<file path="src/rtl/rst_seq_pkg.sv">
package rst_seq_pkg;

    typedef enum logic [2:0] {
        S_BOOT   = 3'd0,
        S_PWRT   = 3'd1,
        S_OST    = 3'd2,
        S_HOLD   = 3'd3,
        S_RUN    = 3'd4,
        S_WDTRST = 3'd5,
        S_SLEEP  = 3'd6
    } seq_state_e;

endpackage

</file>
<file path="src/rtl/rst_seq_timer.sv">
module rst_seq_timer #(
    parameter int PWRT_TICKS = 72000,
    parameter int OST_CYCLES = 1024
) (
    input  logic clk,
    input  logic por_i,
    input  logic run_pwrt,
    input  logic run_ost,
    input  logic tick_i,
    output logic pwrt_done,
    output logic ost_done
);
    localparam int CNT_MAX = (PWRT_TICKS > OST_CYCLES) ? PWRT_TICKS : OST_CYCLES;
    localparam int CW      = (CNT_MAX > 1) ? $clog2(CNT_MAX) : 1;
    localparam logic [CW-1:0] PWRT_LAST = CW'(PWRT_TICKS - 1);
    localparam logic [CW-1:0] OST_LAST  = CW'(OST_CYCLES - 1);

    logic [CW-1:0] cnt_q;
    logic          step;

    // one shared counter: the two stages never run at the same time
    assign step      = (run_pwrt && tick_i) || run_ost;
    assign pwrt_done = run_pwrt && tick_i && (cnt_q == PWRT_LAST);
    assign ost_done  = run_ost && (cnt_q == OST_LAST);

    always_ff @(posedge clk or posedge por_i) begin
        if (por_i) begin
            cnt_q <= '0;
        end else if (step) begin
            if (pwrt_done || ost_done) cnt_q <= '0;
            else                       cnt_q <= cnt_q + CW'(1);
        end
    end

    AST_PWRT_TICK_ONLY: assert property (@(posedge clk) disable iff (por_i)
        (run_pwrt && !run_ost && !tick_i) |=> $stable(cnt_q));
    AST_STAGE_WRAP: assert property (@(posedge clk) disable iff (por_i)
        (pwrt_done || ost_done) |=> (cnt_q == '0));

endmodule

</file>
<file path="src/rtl/rst_seq_flags.sv">
module rst_seq_flags (
    input  logic clk,
    input  logic por_i,
    input  logic ev_wdt_rst,
    input  logic ev_wdt_wake,
    input  logic ev_sleep,
    input  logic ev_clr,
    input  logic ev_plain_wake,
    output logic flag_to,
    output logic flag_pd
);
    always_ff @(posedge clk or posedge por_i) begin
        if (por_i) begin
            flag_to <= 1'b1;
            flag_pd <= 1'b1;
        end else if (ev_wdt_rst) begin
            flag_to <= 1'b0;
            flag_pd <= 1'b1;
        end else if (ev_wdt_wake) begin
            flag_to <= 1'b0;
            flag_pd <= 1'b0;
        end else if (ev_sleep || ev_plain_wake) begin
            flag_to <= 1'b1;
            flag_pd <= 1'b0;
        end else if (ev_clr) begin
            flag_to <= 1'b1;
            flag_pd <= 1'b1;
        end
    end

    AST_EVENTS_EXCLUSIVE: assert property (@(posedge clk) disable iff (por_i)
        $onehot0({ev_wdt_rst, ev_wdt_wake, ev_sleep, ev_clr, ev_plain_wake}));
    AST_WDT_RST_FLAGS: assert property (@(posedge clk) disable iff (por_i)
        ev_wdt_rst |=> (!flag_to && flag_pd));

endmodule

</file>
<file path="src/rtl/rst_seq_top.sv">
module rst_seq_top #(
    parameter int PWRT_TICKS = 72000,
    parameter int OST_CYCLES = 1024
) (
    input  logic clk,
    input  logic por_i,
    input  logic ext_rst_n,
    input  logic osc_rc,
    input  logic pwrt_en,
    input  logic tick_i,
    input  logic wdt_expire,
    input  logic sleep_cmd,
    input  logic wdt_clear,
    input  logic wake_irq,
    output logic core_rst,
    output logic asleep,
    output logic flag_to,
    output logic flag_pd
);
    import rst_seq_pkg::*;

    seq_state_e state_q, state_n, finish_st, wake_st;
    logic pwrt_done, ost_done;
    logic ev_wdt_rst, ev_wdt_wake, ev_sleep, ev_clr, ev_plain_wake;
    logic in_run, in_sleep;

    assign in_run   = (state_q == S_RUN);
    assign in_sleep = (state_q == S_SLEEP);

    rst_seq_timer #(
        .PWRT_TICKS (PWRT_TICKS),
        .OST_CYCLES (OST_CYCLES)
    ) u_timer (
        .clk       (clk),
        .por_i     (por_i),
        .run_pwrt  (state_q == S_PWRT),
        .run_ost   (state_q == S_OST),
        .tick_i    (tick_i),
        .pwrt_done (pwrt_done),
        .ost_done  (ost_done)
    );

    // event decode, priority: pin, watchdog, sleep, clear
    assign ev_wdt_rst    = in_run && ext_rst_n && wdt_expire;
    assign ev_sleep      = in_run && ext_rst_n && !wdt_expire && sleep_cmd;
    assign ev_clr        = in_run && ext_rst_n && !wdt_expire && !sleep_cmd && wdt_clear;
    assign ev_wdt_wake   = in_sleep && ext_rst_n && wdt_expire;
    assign ev_plain_wake = in_sleep && (!ext_rst_n || (!wdt_expire && wake_irq));

    rst_seq_flags u_flags (
        .clk           (clk),
        .por_i         (por_i),
        .ev_wdt_rst    (ev_wdt_rst),
        .ev_wdt_wake   (ev_wdt_wake),
        .ev_sleep      (ev_sleep),
        .ev_clr        (ev_clr),
        .ev_plain_wake (ev_plain_wake),
        .flag_to       (flag_to),
        .flag_pd       (flag_pd)
    );

    assign finish_st = ext_rst_n ? S_RUN : S_HOLD;
    assign wake_st   = osc_rc ? finish_st : S_OST;

    always_comb begin
        state_n = state_q;
        unique case (state_q)
            S_BOOT: begin
                if (pwrt_en)      state_n = S_PWRT;
                else              state_n = wake_st;
            end
            S_PWRT:   if (pwrt_done) state_n = wake_st;
            S_OST:    if (ost_done)  state_n = finish_st;
            S_HOLD:   if (ext_rst_n) state_n = S_RUN;
            S_RUN: begin
                if (!ext_rst_n)      state_n = S_HOLD;
                else if (wdt_expire) state_n = S_WDTRST;
                else if (sleep_cmd)  state_n = S_SLEEP;
            end
            S_WDTRST: state_n = finish_st;
            S_SLEEP:  if (ev_wdt_wake || ev_plain_wake) state_n = wake_st;
            default:  state_n = S_BOOT;
        endcase
    end

    // state register
    always_ff @(posedge clk or posedge por_i) begin
        if (por_i) state_q <= S_BOOT;
        else       state_q <= state_n;
    end

    // registered outputs
    always_ff @(posedge clk or posedge por_i) begin
        if (por_i) begin
            core_rst <= 1'b1;
            asleep   <= 1'b0;
        end else begin
            core_rst <= !((state_n == S_RUN) || (state_n == S_SLEEP));
            asleep   <= (state_n == S_SLEEP);
        end
    end

    AST_BOOT_FLAGS: assert property (@(posedge clk) disable iff (por_i)
        (state_q == S_BOOT) |-> (flag_to && flag_pd && core_rst));
    AST_PIN_HOLDS_RST: assert property (@(posedge clk) disable iff (por_i)
        !ext_rst_n |=> core_rst);
    AST_EXT_KEEPS_FLAGS: assert property (@(posedge clk) disable iff (por_i)
        (in_run && !ext_rst_n) |=> ($stable(flag_to) && $stable(flag_pd)));
    AST_SLEEP_FLAGS: assert property (@(posedge clk) disable iff (por_i)
        ev_sleep |=> (asleep && flag_to && !flag_pd));
    AST_WDT_WAKE_FLAGS: assert property (@(posedge clk) disable iff (por_i)
        ev_wdt_wake |=> (!flag_to && !flag_pd && !asleep));
    AST_WDTRST_ONE_CYCLE: assert property (@(posedge clk) disable iff (por_i)
        (state_q == S_WDTRST && ext_rst_n) |=> !core_rst);

endmodule

</file>
<file path="config.mk">
export PLATFORM = sky130hd
export DESIGN_NAME = rst_seq_top
export DESIGN_NICKNAME = d
export VERILOG_FILES = /design/src/rtl/rst_seq_pkg.sv /design/src/rtl/rst_seq_timer.sv /design/src/rtl/rst_seq_flags.sv /design/src/rtl/rst_seq_top.sv
export SDC_FILE = /design/constraint.sdc
export NUM_CORES = 1
export LEC_CHECK = 0
export BUFFER_PORTS_ARGS = -buffer_cell sky130_fd_sc_hd__buf_4
export CORE_AREA = 5 5 49 67
export CTS_CLUSTER_DIAMETER = 150
export DETAILED_ROUTE_END_ITERATION = 8
export DIE_AREA = 0 0 54 72
export GPL_ROUTABILITY_DRIVEN = 0
export PLACE_DENSITY = 0.8
export SKIP_CTS_REPAIR_TIMING = 1
export SLEW_MARGIN = 25
export SYNTH_ARGS = -nofsm -noshare
export SYNTH_HDL_FRONTEND = slang
export SYNTH_SLANG_ARGS = --single-unit
</file>
<file path="constraint.sdc">
create_clock -name clk -period 3.3 [get_ports clk]
set_input_delay 0.33 -clock clk [delete_from_list [all_inputs] [get_ports clk]]
set_output_delay 0.33 -clock clk [all_outputs]
set_load 0.1 [all_outputs]
</file>
==> summary.md, run 1 <==
| Metric | Value |
|---|---|
| Final Hold Fails | 0 |
| RSZ-0062 raised after global routing | false |
| Final min period | roughly 2 ns |
| #FFs+latches synth | 24 |
| First-pass GRT wire length | 5.29 mm |
| Layout Area Growth over Synthesis | 8.14% |
| N_diodes | 0 |
| Crit path DAT | 2.26 ns |
| Tcrit/Tclk final | 0.616 |
| DR DRC count | 0 |
| Met1 usage | 0.218 |
| Site Rows | 22 |
| Gate Count Post-Synth | around 160 |
| TritonCTS Buffers | 3 |
| GR Util met2 | 0.310 |
| Hold Path Class | in -> async |
| Power Density | roughly 800 nW/um^2 |
| Die area | roughly 4000 um^2 |
| Max_slew headroom | 0.402 |
| Die width | 54 um |
| Outcome | completed |
| Distinct cell type count after synthesis | 45 |
| DRT antenna net count | 0 |
| Die height | 72 um |
| Netlist Area Pre-Place | 1490 um^2 |
| CP max-delay cell | a2111oi_2 |
| Max Cap Viol | 0 |
| Fraction of final layout cells sized beyond drive strength 1 | 0.196 |
| TritonCTS clock tree | built |
| Worst Skew | 0.00703 ns |
| Clock buffer depth | 2 |
| Clock Pin Slew Worst Setup and Hold Paths | about 0.13 ns |
| Tot GR Track Use | 0.179 |
| DRT Wirelength | 3.00 mm |
| Leading cell type in the layout, fill and taps excluded | nor2_1 |
| Sink Count | 24 |
| Worst slew pin tran | 0.896 ns |
| Max Fanout on Critical Path | 15 |
| Most frequent cells in the layout | nor2_1 (23), dfrtp_1 (21), nand2_1 (16) |
| Worst setup path category | reg -> reg |
| Biggest cell delay along the critical path | 0.65 ns |
| Initial antenna violation count | 0 |
| Sum Neg Setup Slack | 0 ns |
| Final hold slack | 0.186 ns |
| Clock root cell | clkbuf_4 |
| Drt wl/cell | 14.7 um |
| 1st-iter DRT viols | 71 |
| Vias in the first global route | around 1,200 |
| Pleak | between 0.6 and 0.7 nW |
| Max Slew Vio Count | 0 |
| Final setup violation count | 0 |
| FF-to-FF path depth | 5 |
| CP Capture Type | register |
| Overflow left after global routing | 0 |
| Yosys warning count | 0 |
| Vias per cell | ~5.8 |
| Max Fclk | 492 MHz |
| Pin count of the biggest net entering global routing | 25 |
| Startpoint types | register |
| Insertion delay to the later sink of the worst-skew pair | 0.33 ns |
| Initial DRT Pass Iterations | 4 |
| Worst path cell trace | nand3b_1 -> a2111oi_2 -> nand2_1 -> xor2_1 -> nor2_1 |
| I/O Pins | 14 |
| WP data required | between 3 and 4 ns |
| Total core area | 2620 um^2 |
| H-tree Lvls | 1 |
| Post-synth net total | approximately 170 |
| Syn_area_per_cell | 9.49 um^2 |
| Port-buffer cells | 13 |
| HPWL reported at the end of detailed placement | 2.27 mm |
| DR vias | 1,177 |
| Initial Util | 0.570 |
| Nets@finish | 180 |
| Most used routing layer | met2 |
| Met3 usage | 0.0226 |
| Register area share after synthesis | 0.406 |
| Fill count | 237 |
| VDD IR max | around 0.00055 V |
==> cell families (layout without fill, tap and decap cells) <==
| group | Yosys count | in the layout | share of synthesized area |
|---|---|---|---|
| fa+ha+maj | 1 | 1 | 0.00839 |
| mux | 1 | 1 | 0.00672 |
| xor+xnor | 15 | 15 | 0.0882 |
| compound gates | 28 | 28 | 0.161 |
| buf+inv | 11 | 22 | 0.0445 |
| simple gates | 77 | 77 | 0.285 |
| flops | 24 | 24 | 0.406 |
==> critical path, delay by kind of cell (launching register included) <==
family / cells / cell delay (ns)
flip-flops: 1 / 0.55
AO/OA/AOI/OAI: 1 / 0.65
AND/OR/NAND/NOR: 3 / 0.58
XOR/XNOR: 1 / 0.16
==> worst paths after layout <==
path                                 start                to  slack, ns
setup reg to reg                state_q[1]  u_timer.cnt_q[9]       1.27
hold reg to reg            u_flags.flag_to   u_flags.flag_to       0.48
hold / removal                       por_i  u_timer.cnt_q[7]       0.19
max in group asynchronous            por_i  u_timer.cnt_q[8]       2.57
min in group clk                wdt_expire   u_flags.flag_to       0.20
setup / recovery                state_q[1]  u_timer.cnt_q[9]       1.27
==> layer usage <==
layer | wire, um | up-vias
li1 | - | 575
met1 | 1200 | 571
met2 | 1630 | 26
met3 | 108 | 5
met4 | 55 | 0
met5 | 0 | -
==> per-stage QoR <==
| stage | util | total power [mW] | cell area, um^2 | setup WS, ns | instances |
|---|---|---|---|---|---|
| final | 0.616 | 1.29 | 1610 | 1.27 | 204 |
| after global routing | 0.616 | 1.38 | 1610 | 1.09 | 204 |
| after CTS | 0.616 | 1.30 | 1610 | 1.25 | 204 |
| after global placement | 0.606 | 1.14 | 1590 | 1.33 | 200 |
| after floorplan | - | 1.05 | 1490 | 1.42 | 157 |
| after detailed placement | 0.606 | 1.16 | 1590 | 1.28 | 200 |
==> area by class of cell <==
type	instances	area (um^2)	share of cell area
Multi-Input combinational cell	122	820	0.509
Sequential cell	24	604	0.375
Clock buffer	4	26.3	0.0163
Tap cell	36	45.0	0.0280
Inverter	5	18.8	0.0116
Timing Repair Buffer	13	97.6	0.0606
==> synthesized netlist by cell type (all sizes together) <==
master	number	share of area
a2111oi	4	0.053
a211oi	5	0.025
a21boi	1	0.0050
a21o	1	0.0050
a21oi	6	0.020
a311oi	1	0.0059
a31o	1	0.0059
a31oi	2	0.0084
a32oi	1	0.0059
and2	1	0.0042
and2b	1	0.0050
and3	3	0.018
buf	5	0.025
clkdlybuf4s15	1	0.0067
dfrtp	21	0.35
dfstp	3	0.053
ha	1	0.0084
inv	5	0.013
mux2i	1	0.0067
nand2	16	0.040
nand2b	2	0.0084
nand3	8	0.027
nand3b	2	0.010
nand4	4	0.017
nor2	23	0.058
nor2b	5	0.021
nor3	4	0.013
nor4	2	0.023
nor4bb	1	0.011
o211ai	2	0.010
o21ai	3	0.013
o22ai	1	0.0042
or2b	1	0.0059
or3	1	0.0050
or4	2	0.013
or4b	1	0.0067
xnor2	7	0.041
xor2	8	0.047
==> power by group <==
part / total (mW) / switching [mW] / leakage [nW] / internal [mW]
clock network: 0.137 / 0.0899 / 0.0150 / 0.0474
logic: 0.626 / 0.402 / 0.335 / 0.223
registers: 0.531 / 0.138 / 0.296 / 0.393
total: 1.29 / 0.630 / 0.646 / 0.664
==> registers in the layout, summed over array words and instances, names as in the netlist <==
| signal | flops |
|---|---|
| u_timer.cnt_q | 17 |
| u_flags.flag_pd | 1 |
| core_rst | 1 |
| state_q | 3 |
| u_flags.flag_to | 1 |
| asleep | 1 |
Power figures use the tool's default switching activity.
==> run 2, diff against run 1 <==
--- a/config.mk
+++ b/config.mk
@@ -6,12 +6,12 @@
 export NUM_CORES = 1
 export LEC_CHECK = 0
 export BUFFER_PORTS_ARGS = -buffer_cell sky130_fd_sc_hd__buf_4
-export CORE_AREA = 5 5 49 67
+export CORE_AREA = 5 5 49 68
 export CTS_CLUSTER_DIAMETER = 150
 export DETAILED_ROUTE_END_ITERATION = 8
-export DIE_AREA = 0 0 54 72
+export DIE_AREA = 0 0 54 73
 export GPL_ROUTABILITY_DRIVEN = 0
-export PLACE_DENSITY = 0.8
+export PLACE_DENSITY = 0.78
 export SKIP_CTS_REPAIR_TIMING = 1
 export SLEW_MARGIN = 25
 export SYNTH_ARGS = -nofsm -noshare
==> constraint.sdc (replaced) <==
create_clock -name clk -period 2 [get_ports clk]
set_input_delay 0.2 -clock clk [delete_from_list [all_inputs] [get_ports clk]]
set_output_delay 0.2 -clock clk [all_outputs]
set_load 0.1 [all_outputs]
==> summary.md, run 2 (synthesis gave the netlist of run 1 again) <==
| Metric | Value |
|---|---|
| Biggest regs | u_timer.cnt_q (17), state_q (3) |
| Max Fclk | 522 MHz (+6.2%) |
| Tot GR Track Use | 0.180 (+0.000307) |
| Area post-placement | 1680 um^2 (+5.8%) |
| Final setup margin | 0.0851 ns (-1.18 ns) |
| Drt wl/cell | 14.4 um (-1.8%) |
| Hold Path Class | in -> async |
| Final Instance Area | 1740 um^2 (+7.7%) |
| Initial Util | 0.545 (-0.0248) |
| Top reg by flops | u_timer.cnt_q |
| Vias per cell | 5.73 (-0.64%) |
| Sum Neg Setup Slack | 0 ns (unchanged) |
| Worst setup slack after placement | 0.0261 ns (-1.26 ns) |
| First-pass GRT wire length | 5.30 mm (+0.13%) |
| Site Rows | 23 (+4.5%) |
| DR DRC count | 0 (unchanged) |
| Fraction of final layout cells sized beyond drive strength 1 | 0.267 (+0.0702) |
| Nets@finish | 192 (+6.7%) |
| Final min period | 1.91 ns (-0.118 ns) |
| Vias in the first global route | 1,229 (+2.2%) |
| N_diodes | 0 (unchanged) |
| DRT Wirelength | 3.13 mm (+4.5%) |
| Initial antenna violation count | 0 (unchanged) |
| I/O Pins | 14 (unchanged) |
| Leading cell type in the layout, fill and taps excluded | buf_4 |
| TritonCTS Buffers | 3 (unchanged) |
| Clock buffer depth | 2 (unchanged) |
| DRT antenna net count | 0 (unchanged) |
| Critical Path Start | u_timer.cnt_q[7] |
| Max Slew Vio Count | 0 (unchanged) |
| Insertion delay to the later sink of the worst-skew pair | 0.26 ns (-0.07 ns) |
| Crit path DAT | 2.06 ns (-0.20 ns) |
| Clock root cell | clkbuf_8 |
| H-tree Lvls | 1 (unchanged) |
| Layout Area Growth over Synthesis | 16.5% |
| Max reg flops | 17 (unchanged) |
| TritonCTS clock tree | built |
| Clock Pin Slew Worst Setup and Hold Paths | 0.08 ns (-0.05 ns) |
| Die area | 3940 um^2 (+1.4%) |
| Port-buffer cells | 13 (unchanged) |
| Max Fanout on Critical Path | 11 (-4) |
| Failing checks | hold timing |
| Tcrit/Tclk final | 0.957 (+0.341) |
| WP data required | 2.15 ns (-1.37 ns) |
| Total core area | 2730 um^2 (+4.5%) |
| Pin count of the biggest net entering global routing | 25 (unchanged) |
| Overall power | 2.34 mW (+81%) |
| DR vias | 1,244 (+5.7%) |
| Final setup violation count | 0 (unchanged) |
| Outcome | complete, but fails checks |
| Pleak | 0.715 nW (+11%) |
| Final hold slack | -0.0117 ns (-0.197 ns) |
| Final Hold Fails | 21 (+21) |
| VDD IR max | 0.000849 V (+55%) |
| Max Cap Viol | 0 (unchanged) |
| Die height | 73 um (+1.4%) |
| RR Startpoint | u_timer.cnt_q[7] |
| Worst Skew | 0.00111 ns (-0.00592 ns) |
| Most frequent cells in the layout | buf_4 (25), nor2_1 (23), dfrtp_1 (21) |
| Die width | 54 um (unchanged) |
| Worst slew pin tran | 0.493 ns (-0.403 ns) |
| Fill count | 223 (-5.9%) |
| HPWL reported at the end of detailed placement | 2.42 mm (+6.5%) |
| Initial DRT Pass Iterations | 4 (unchanged) |
| Worst setup path category | reg -> reg |
| Final core utilization | 0.635 (+0.0185) |
| RSZ-0062 raised after global routing | false |
| CP Capture Type | register |
| 1st-iter DRT viols | 26 (-63%) |
| Max_slew headroom | 0.669 (+0.267) |
| Startpoint types | register |
| Overflow left after global routing | 0 (unchanged) |
| Power Density | 1350 nW/um^2 (+68%) |
| Sink Count | 24 (unchanged) |
run 2: cell types whose count changed in the layout (fill, tap and decap cells not counted), sizes merged:
cell  delta
buf     +12
run 2: worst paths after layout:
kind	to	slack [ns]	cells past startpoint
worst max-delay path	u_timer.cnt_q[10]	0.09	5
worst min-delay path	u_timer.cnt_q[10]	-0.01	3
worst max register to register	u_timer.cnt_q[10]	0.09	5
worst min register to register	u_flags.flag_to	0.48	2
max in group asynchronous	u_flags.flag_pd	1.73	3
min in group clk	u_flags.flag_to	0.15	2
run 2: critical path, cell delays in order (launching register included):
cell,delay [ns]
dfrtp_1,0.43
or4b_1,0.49
nor4_2,0.24
and3_4,0.29
a31o_2,0.27
nor2_1,0.09
run 2: cell type report:
class                           count  area [um^2]  share of cell area
Clock buffer                        4         45.0              0.0260
Inverter                            5         18.8              0.0108
Multi-Input combinational cell    122          833               0.480
Sequential cell                    24          604               0.348
Tap cell                           37         46.3              0.0267
Timing Repair Buffer               25          188               0.108
run 2: through the flow:
step | cells | hold slack (ns)
6_report | 217 | -0.0117
3_3_place_gp | 213 | 0.260
4_1_cts | 217 | 0.00375
5_1_grt | 217 | 0.0213
3_5_place_dp | 213 | 0.290
2_1_floorplan | 157 | 0.212
run 2: power by group:
part	total (mW)	leakage, nW	internal (mW)	switching [mW]
clock	0.286	0.0228	0.142	0.144
sequential	0.802	0.296	0.651	0.151
combinational	1.25	0.397	0.465	0.782
run 2: layer usage:
layer / vias to the layer above / share of wire / global-route usage
li1: 598 / - / -
met1: 601 / 0.38 / 0.190
met2: 35 / 0.56 / 0.323
met3: 10 / 0.031 / 0.0286
met4: 0 / 0.026 / 0.0997
met5: - / 0 / 0
==> run 3, diff against run 2 <==
--- a/config.mk
+++ b/config.mk
@@ -6,12 +6,15 @@
 export NUM_CORES = 1
 export LEC_CHECK = 0
 export BUFFER_PORTS_ARGS = -buffer_cell sky130_fd_sc_hd__buf_4
-export CORE_AREA = 5 5 49 68
+export CELL_PAD_IN_SITES_DETAIL_PLACEMENT = 1
+export CELL_PAD_IN_SITES_GLOBAL_PLACEMENT = 1
+export CORE_AREA = 5 5 55 77
 export CTS_CLUSTER_DIAMETER = 150
 export DETAILED_ROUTE_END_ITERATION = 8
-export DIE_AREA = 0 0 54 73
+export DIE_AREA = 0 0 60 82
 export GPL_ROUTABILITY_DRIVEN = 0
-export PLACE_DENSITY = 0.78
+export PLACE_DENSITY = 0.77
+export SETUP_SLACK_MARGIN = 0.4
 export SKIP_CTS_REPAIR_TIMING = 1
 export SLEW_MARGIN = 25
 export SYNTH_ARGS = -nofsm -noshare
==> summary.md, run 3 (synthesis gave the netlist of run 1 again) <==
| Metric | Value |
|---|---|
| Outcome | complete, but fails checks |
| Failing checks | hold timing |
| Detailed route wirelength on metal3 | 104 um (+6.1%) |
| Fill count | 412 (+85%) |
| 1st-iter DRT viols | 43 (+65%) |
| DRT Wirelength | 4.06 mm (+29%) |
| Wire length on met2 | 2.33 mm (+33%) |
| Initial antenna violation count | 0 (unchanged) |
| N_diodes | 0 (unchanged) |
| Pleak | 0.828 nW (+16%) |
| Overflow left after global routing | 0 (unchanged) |
| Die width | 60 um (+11%) |
| Final min period | 1.90 ns (-0.0107 ns) |
| H-tree Lvls | 1 (unchanged) |
| Clock root cell | clkbuf_8 |
| Vias in the first global route | 1,357 (+10%) |
| First-pass GRT wire length | 6.21 mm (+17%) |
| Port-buffer cells | 13 (unchanged) |
| Layout Area Growth over Synthesis | 28.5% |
| Final setup margin | 0.0958 ns (+0.0107 ns) |
| Worst Skew | 0.00635 ns (+0.00524 ns) |
| Tcrit/Tclk final | 0.952 (-0.00535) |
| Pin count of the biggest net entering global routing | 25 (unchanged) |
| Tot GR Track Use | 0.164 (-0.0153) |
| WP data required | 2.17 ns (+0.02 ns) |
| FF+latch area | 606 um^2 (+0.21%) |
| Max_slew headroom | 0.615 (-0.0540) |
| Multi-input gate area | 916 um^2 (+9.9%) |
| Initial Util | 0.424 (-0.121) |
| Fraction of final layout cells sized beyond drive strength 1 | 0.359 (+0.0927) |
| Worst path cell trace | or4b_4 -> nor4_4 -> and3_4 -> a2111oi_4 -> nor4bb_2 |
| Nets@finish | 204 (+6.3%) |
| TritonCTS Buffers | 3 (unchanged) |
| Max Cap Viol | 0 (unchanged) |
| Insertion delay to the later sink of the worst-skew pair | 0.27 ns (about the same) |
| Top reg by flops | u_timer.cnt_q |
| Most frequent cells in the layout | buf_4 (37), nor2_1 (23), dfrtp_1 (20) |
| Die height | 82 um (+12%) |
| Max Slew Vio Count | 0 (unchanged) |
| Power Density | 1300 nW/um^2 (-3.7%) |
| Drt wl/cell | 17.3 um (+20%) |
| Max Fclk | 525 MHz (+0.56%) |
| Top sig layer | met4 |
| Clock buffer depth | 2 (unchanged) |
| DRT antenna net count | 0 (unchanged) |
| FF-to-FF path depth | 5 (unchanged) |
| Max reg flops | 17 (unchanged) |
| Met1 wire length | 1.59 mm (+33%) |
| Worst setup path category | reg -> reg |
| Final Hold Fails | 21 (unchanged) |
| Initial DRT Pass Iterations | 4 (unchanged) |
| Clock Pin Slew Worst Setup and Hold Paths | 0.09 ns (about the same) |
| Final setup violation count | 0 (unchanged) |
| Biggest cell delay along the critical path | 0.55 ns (+0.06 ns) |
| Worst slew pin tran | 0.576 ns (+0.0831 ns) |
| Reg2reg setup slack | 0.1 ns (about the same) |
| CP max-delay cell | or4b_4 |
| Leading cell type in the layout, fill and taps excluded | buf_4 |
| I/O Pins | 14 (unchanged) |
| Die area | 4920 um^2 (+25%) |
| HPWL reported at the end of detailed placement | 2.79 mm (+15%) |
| Startpoint types | register |
| Sink Count | 24 (unchanged) |
| TritonCTS clock tree | built |
| CP Capture Type | register |
| Max Fanout on Critical Path | 5 (-6) |
| Final hold slack | -0.0232 ns (-0.0115 ns) |
| Site Rows | 26 (+13%) |
| Biggest regs | u_timer.cnt_q (17), state_q (3) |
| DR DRC count | 0 (unchanged) |
| Vias per cell | 5.48 (-4.4%) |
| Final Instance Area | 1920 um^2 (+10%) |
| Area post-placement | 1670 um^2 (-0.22%) |
| Hold Path Class | in -> async |
| Crit path DAT | 2.08 ns (+0.02 ns) |
| Worst setup slack after placement | 0.00731 ns (-0.0188 ns) |
| VDD IR max | 0.000852 V (+0.33%) |
| Total core area | 3510 um^2 (+29%) |
| RSZ-0062 raised after global routing | true |
| DR vias | 1,282 (+3.1%) |
## run 3: cell types whose count changed in the layout (fill, tap and decap cells not counted), moves of 2 or more
cell,before,now
buf_4,25,37
nand3_4,0,2
nand3_1,7,5
xnor2_1,7,5
xnor2_2,0,2
## run 3: through the flow
| stage | utilization | total power [mW] | TNS (ns) | instances |
|---|---|---|---|---|
| floorplan | - | 1.74 | 0 | 157 |
| CTS | 0.489 | 2.34 | -0.000580 | 220 |
| global route | 0.545 | 2.65 | 0 | 234 |
| detailed placement | 0.476 | 2.04 | 0 | 216 |
| finish | 0.545 | 2.48 | 0 | 234 |
| global placement | 0.476 | 1.98 | 0 | 216 |
## run 3: final cells by class
| class | count | area share |
|---|---|---|
| Clock buffer | 4 | 0.0235 |
| Multi-Input combinational cell | 122 | 0.478 |
| Sequential cell | 24 | 0.316 |
| Tap cell | 42 | 0.0274 |
| Timing Repair Buffer | 37 | 0.145 |
| Inverter | 5 | 0.00980 |
## run 3: path summary, 6_finish.rpt
check,startpoint,end
min in group clk,wdt_expire,u_flags.flag_to
max in group asynchronous,por_i,core_rst
setup / recovery,u_timer.cnt_q[9],asleep
hold reg to reg,u_flags.flag_to,u_flags.flag_to
setup reg to reg,u_timer.cnt_q[9],asleep
hold / removal,por_i,u_timer.cnt_q[14]
## run 3: per-layer routing
metal  global-route usage  vias up
li1                     -      627
met1                0.179      632
met2                0.324       19
met3               0.0157        4
met4               0.0466        0
met5                    0        -
## run 3: worst max-delay path, delay by kind of cell (launching register included)
family | cells | cell delay (ns)
and+or+nand+nor | 4 | 1.32
DFF | 1 | 0.40
AOI/OAI and AO/OA | 1 | 0.09
## run 3: where the power goes
part	total, mW	switching (mW)	internal (mW)
Clock	0.300	0.158	0.142
Combinational	1.36	0.825	0.531
Sequential	0.827	0.174	0.653
